**src/rtl/can_rx_mailbox_pkg.sv**
```systemverilog
package can_rx_mailbox_pkg;

    localparam int CAN_ID_W   = 29;
    localparam int CAN_DATA_W = 64;
    localparam int MODE_W     = 3;
    localparam int STAT_W     = 32;

    typedef enum logic [MODE_W-1:0] {
        MB_OFF     = 3'd0,
        MB_RX      = 3'd1,
        MB_RX_OVWR = 3'd2
    } mb_mode_e;

    typedef struct packed {
        logic                  ready;
        logic                  lost;
        logic                  rtr;
        logic [3:0]            dlc;
        logic [CAN_ID_W-1:0]   id;
        logic [CAN_DATA_W-1:0] data;
    } mb_entry_t;

endpackage

```
**src/rtl/can_rx_accept.sv**
```systemverilog
module can_rx_accept
    import can_rx_mailbox_pkg::*;
#(
    parameter int NUM_MB = 8
) (
    input  logic [CAN_ID_W-1:0]        rx_id,
    input  logic                       rx_ext,
    input  logic [NUM_MB*MODE_W-1:0]   mb_mode,
    input  logic [NUM_MB*CAN_ID_W-1:0] mb_id,
    input  logic [NUM_MB*CAN_ID_W-1:0] mb_mask,
    input  logic [NUM_MB-1:0]          mb_ext,
    output logic [NUM_MB-1:0]          hit,
    output logic [NUM_MB-1:0]          ovwr
);

    for (genvar m = 0; m < NUM_MB; m++) begin : g_flt
        logic [MODE_W-1:0] mode;
        logic              id_ok;
        logic              rx_on;

        assign mode  = mb_mode[m*MODE_W +: MODE_W];
        assign id_ok = (((rx_id ^ mb_id[m*CAN_ID_W +: CAN_ID_W])
                         & mb_mask[m*CAN_ID_W +: CAN_ID_W]) == '0)
                       && (rx_ext == mb_ext[m]);
        assign rx_on = (mode == MB_RX) || (mode == MB_RX_OVWR);
        assign hit[m]  = id_ok && rx_on;
        assign ovwr[m] = (mode == MB_RX_OVWR);
    end

endmodule

```
**src/rtl/can_rx_lowest.sv**
```systemverilog
module can_rx_lowest #(
    parameter int NUM_MB = 8,
    localparam int IDX_W = (NUM_MB > 1) ? $clog2(NUM_MB) : 1
) (
    input  logic [NUM_MB-1:0] req,
    output logic              found,
    output logic [IDX_W-1:0]  idx
);

    always_comb begin
        found = |req;
        idx   = '0;
        for (int i = NUM_MB - 1; i >= 0; i--) begin
            if (req[i]) idx = IDX_W'(i);
        end
    end

endmodule

```
**src/rtl/can_rx_mailbox.sv**
```systemverilog
module can_rx_mailbox
    import can_rx_mailbox_pkg::*;
#(
    parameter int NUM_MB = 8
) (
    input  logic                         clk,
    input  logic                         rst_n,
    input  logic                         rx_valid,
    input  logic [CAN_ID_W-1:0]          rx_id,
    input  logic                         rx_ext,
    input  logic                         rx_rtr,
    input  logic [3:0]                   rx_dlc,
    input  logic [CAN_DATA_W-1:0]        rx_data,
    input  logic [NUM_MB*MODE_W-1:0]     mb_mode,
    input  logic [NUM_MB*CAN_ID_W-1:0]   mb_id,
    input  logic [NUM_MB*CAN_ID_W-1:0]   mb_mask,
    input  logic [NUM_MB-1:0]            mb_ext,
    input  logic [NUM_MB-1:0]            rearm,
    output logic [NUM_MB-1:0]            mb_ready,
    output logic [NUM_MB*STAT_W-1:0]     mb_status,
    output logic [NUM_MB*CAN_ID_W-1:0]   mb_rx_id,
    output logic [NUM_MB*CAN_DATA_W-1:0] mb_rx_data,
    output logic                         overrun
);

    localparam int IDX_W = (NUM_MB > 1) ? $clog2(NUM_MB) : 1;

    typedef struct packed {
        mb_entry_t [NUM_MB-1:0] mb;
        logic                   ovr;
    } state_t;

    state_t st_d, st_q;

    logic [NUM_MB-1:0] hit, ovwr, full;
    logic [NUM_MB-1:0] free_req, ovwr_req;
    logic              free_found, ovwr_found;
    logic [IDX_W-1:0]  free_idx, ovwr_idx;

    can_rx_accept #(.NUM_MB(NUM_MB)) u_accept (
        .rx_id   (rx_id),
        .rx_ext  (rx_ext),
        .mb_mode (mb_mode),
        .mb_id   (mb_id),
        .mb_mask (mb_mask),
        .mb_ext  (mb_ext),
        .hit     (hit),
        .ovwr    (ovwr)
    );

    for (genvar m = 0; m < NUM_MB; m++) begin : g_full
        assign full[m] = st_q.mb[m].ready;
    end

    assign free_req = hit & ~full;
    assign ovwr_req = hit & ovwr & full;

    can_rx_lowest #(.NUM_MB(NUM_MB)) u_pick_free (
        .req   (free_req),
        .found (free_found),
        .idx   (free_idx)
    );

    can_rx_lowest #(.NUM_MB(NUM_MB)) u_pick_ovwr (
        .req   (ovwr_req),
        .found (ovwr_found),
        .idx   (ovwr_idx)
    );

    always_comb begin
        st_d = st_q;
        // re-arm first, so a store in the same cycle wins on its mailbox
        for (int m = 0; m < NUM_MB; m++) begin
            if (rearm[m]) begin
                st_d.mb[m].ready = 1'b0;
                st_d.mb[m].lost  = 1'b0;
            end
        end
        if (rx_valid) begin
            if (free_found) begin
                st_d.mb[free_idx].ready = 1'b1;
                st_d.mb[free_idx].lost  = 1'b0;
                st_d.mb[free_idx].rtr   = rx_rtr;
                st_d.mb[free_idx].dlc   = rx_dlc;
                st_d.mb[free_idx].id    = rx_id;
                st_d.mb[free_idx].data  = rx_data;
            end else if (ovwr_found) begin
                st_d.mb[ovwr_idx].ready = 1'b1;
                st_d.mb[ovwr_idx].lost  = 1'b1;
                st_d.mb[ovwr_idx].rtr   = rx_rtr;
                st_d.mb[ovwr_idx].dlc   = rx_dlc;
                st_d.mb[ovwr_idx].id    = rx_id;
                st_d.mb[ovwr_idx].data  = rx_data;
            end else begin
                st_d.ovr = 1'b1;
            end
        end
    end

    always_ff @(posedge clk or negedge rst_n) begin
        if (!rst_n) st_q <= '0;
        else        st_q <= st_d;
    end

    for (genvar m = 0; m < NUM_MB; m++) begin : g_out
        assign mb_ready[m] = st_q.mb[m].ready;
        assign mb_status[m*STAT_W +: STAT_W] =
            {7'd0, st_q.mb[m].lost, st_q.mb[m].ready, 2'd0,
             st_q.mb[m].rtr, st_q.mb[m].dlc, 16'd0};
        assign mb_rx_id[m*CAN_ID_W +: CAN_ID_W]       = st_q.mb[m].id;
        assign mb_rx_data[m*CAN_DATA_W +: CAN_DATA_W] = st_q.mb[m].data;
    end

    assign overrun = st_q.ovr;

endmodule

```
**config.mk**
```make
export PLATFORM = sky130hd
export DESIGN_NAME = can_rx_mailbox
export DESIGN_NICKNAME = d
export VERILOG_FILES = /design/src/rtl/can_rx_mailbox_pkg.sv /design/src/rtl/can_rx_accept.sv /design/src/rtl/can_rx_lowest.sv /design/src/rtl/can_rx_mailbox.sv
export SDC_FILE = /design/constraint.sdc
export NUM_CORES = 2
export LEC_CHECK = 0
export BUFFER_PORTS_ARGS = -buffer_cell sky130_fd_sc_hd__buf_2
export CORE_AREA = 2 2 638 640
export CTS_CLUSTER_DIAMETER = 50
export DETAILED_ROUTE_END_ITERATION = 8
export DIE_AREA = 0 0 640 642
export HOLD_SLACK_MARGIN = 0.03
export SYNTH_ARGS = -nofsm -noshare
export SYNTH_HDL_FRONTEND = slang
export SYNTH_HIERARCHICAL = 1
export SYNTH_SLANG_ARGS = --single-unit
```
**constraint.sdc**
```tcl
create_clock -name clk -period 2.99 [get_ports clk]
set_input_delay 0.598 -clock clk [delete_from_list [all_inputs] [get_ports clk]]
set_output_delay 0.598 -clock clk [all_outputs]
set_load 0.01 [all_outputs]
```
==> impl_metrics.ini <==
[pwr]
p_sw_mw = 8.18
vdd_drop_max_v = 0.000466
p_int_mw = 20.9
p_leak_nw = 37.3
p_per_area_nw_per_um2 = 355
combPwrFrac_pct = 9.8
clkPwrFrac_pct = 52.8
switching_share_pct = 28.1
seq_power_share_pct = 37.4

[synth]
yosys.area.top_type = dfrtp_1
async_flop_share_pct = 100
synth_most_common_cell = dfrtp_1
synth_cell_type_count = 49
synth_area_sq_um = 52600
syn_inst = 4940
yosys-top-cells-count = dfrtp_1, o22a_1, a221oi_1, clkbuf_1
synth_flop_cell = dfrtp_1
synth_edf_count = 0
ys_ff_latch = 801
avgSynthCellArea_sq_um = 10.6
ys_warn_count = 6
synth-seq-area-share_pct = 38.1
ys_top_cells_by_area = dfrtp_1, o22a_1, a221oi_1
yosys.area.top_type_share_pct = 38.1

[timing]
period_share_pct = 135
worst_pin_slew_ns = 0.829
skew_ns = 0.141
hold_slack_ns = 0.177
finalCriticalPeriod_ns = 4.04
layout_setup_ws_ns = -1.05
hold_violations = 0
rsz0062_at_grt = true
setup_viol = 801
maxSlewHeadroom_pct = 44.7
slew_violations = 0
fmax_mhz = 248

[route]
routed_wl_um = 418000
vias = 58900
drt-pass1-iter-count = 9
remaining_drc_errors = 0
wl_per_cell_um = 33.3
routed_via_density = 4.69
drt_iter0_markers = 7155
drtAntennaViolNets = 0

[cells_and_area]
finish.instance_area_sq_um = 82000
fin_nets = 7473
area_delta_synth_final_pct = 56.0
multi_input_area_sq_um = 29300
layout-drive-gt1-share_pct = 45.4
fill_cells = 44300
seqCellArea_sq_um = 20000

[cts]
cts.clk_slew.worst_paths_ns = 0.06
insertion_delay_ns = 0.92
cts_tree = built
clock-sinks = 801
cts_buffer_depth = 4
cts_root_buf = clkbuf_16
cts-htree-levels = 3
cts_made_buffers = 122

[critical_path]
crit_required_ns = 3.72
endpoint_kind = flop
path_class = in2reg
cp_max_fo = 21
arrival_ns = 4.77
critPathLaunchType = primary input

[worst_hold_path]
hold_class = in2reg

[status]
status = finished, violations left
violations = negative setup slack

[floorplanning]
initial_core_util_pct = 13.0
fp-row-count = 234
ios = 1615
die_y_um = 642
die_x_um = 640
die-area_sq_um = 411000
coreArea_sq_um = 404000

[global_route]
grt_pass1_wl_um = 535000
antenna_found_initial = 169
grt_max_degree = 75
grt_overflow = 0
grt_pass1_vias = 55300
grt_use_total_pct = 19.1

[placed_design]
placedInstanceArea_sq_um = 72700
place_hpwl_um = 316000
portBuffers = 1414
place.gp.congestion = 0.926

[run]
maxCapViolCount = 0
power by group through the flow:
stage	Sequential (mW)	Combinational, mW	Clock [mW]
final	10.9	2.84	15.4
after global routing	10.9	2.99	16.0
after CTS	10.9	2.82	15.6
after detailed placement	11.1	2.73	0
after global placement	11.1	2.73	0
after floorplan	11.1	1.12	0
metrics by stage:
stage	utilization, %	power [mW]	setup slack (ns)	TNS [ns]	cells
6_report	20.3	29.1	-1.05	-688.05	12600
4_1_cts	19.9	29.3	-1.00	-686.10	12400
2_1_floorplan	-	12.2	-0.488	-318.76	5139
3_5_place_dp	18.0	13.8	-2.70	-1809.40	12000
5_1_grt	20.3	29.9	-1.05	-740.97	12500
3_3_place_gp	18.0	13.8	-2.82	-1851.61	12000
critical path: stages:
cell	delay [ns]
buf_16	0.13
buf_6	0.13
xor2_2	0.17
a22o_1	0.21
a221oi_2	0.22
buf_4	0.18
nand4_1	0.36
nor3_4	0.39
buf_4	0.16
nor2b_4	0.13
buf_4	0.13
nor2_2	0.06
a21boi_4	0.15
buf_12	0.15
buf_12	0.16
buf_4	0.26
or4b_1	0.53
a221oi_2	0.34
o22a_1	0.20
area by class of cell:
cell class / instances / share of cell area (%)
well taps: 5428 / 8.28
flip-flops and latches: 801 / 24.4
inverters: 10 / 0.0458
multi-input cells: 3268 / 35.8
clock buffers: 147 / 4.05
clock inverters: 76 / 1.17
diodes: 160 / 0.488
repair buffers: 2664 / 25.8
placed cells by master, fill, tap and decap left out, types with 15 or more instances in the layout:
| master | count |
|---|---|
| buf_2 | 1405 |
| buf_4 | 889 |
| dfrtp_1 | 801 |
| o22a_1 | 784 |
| a221oi_1 | 608 |
| nand4b_1 | 294 |
| nand4bb_1 | 293 |
| xor2_1 | 232 |
| buf_12 | 206 |
| conb_1 | 200 |
| a221oi_2 | 187 |
| diode_2 | 160 |
| clkbuf_16 | 136 |
| nand4_1 | 114 |
| nor2_1 | 103 |
| nor2b_1 | 96 |
| or4b_1 | 90 |
| buf_6 | 57 |
| buf_16 | 55 |
| a22oi_1 | 48 |
| a22o_1 | 32 |
| a221oi_4 | 21 |
| inv_6 | 18 |
| clkbuf_8 | 17 |
| bufbuf_16 | 15 |
logic make-up after synthesis:
logic type	after synthesis	synth area share (%)
AO/OA/AOI/OAI	1733	30.1
AND/OR/NAND/NOR	1087	17.5
flip-flops	801	38.1
XOR/XNOR	248	4.13
buffers and inverters	1070	10.2
other	1	0.00713
worst paths after layout:
| check | startpoint | to | slack (ns) | cells after the start |
|---|---|---|---|---|
| max in group asynchronous | rst_n | asynchronous set/reset pin | 1.54 | 4 |
| worst min-delay path | rearm[0] | mb_ready[0] | 0.18 | 3 |
| worst min register to register | overrun | overrun | 0.47 | 1 |
| worst max register to register | mb_ready[4] | flop | -0.22 | 10 |
| min in group asynchronous | rst_n | asynchronous set/reset pin | 0.40 | 2 |
| worst max-delay path | rx_id[9] | flop | -1.05 | 19 |
what timing repair did:
action                                  in CTS  in global routing
buffers inserted                            72                 31
hold buffers                                 8                  0
gates cloned                                47                 16
hold endpoints to repair                    40                  0
endpoints found under the setup margin     801                801
pin swaps                                   94                 35
resized for setup                          252                116
per-layer routing:
metal	vias up	GRT usage, %	wire, um
met2	3907	32.9	204000
met1	29800	19.7	139000
li1	24000	-	-
met3	1105	4.14	32800
met4	56	16.4	42000
met5	-	0	392
Note: power is estimated with default switching activity, not from simulation.
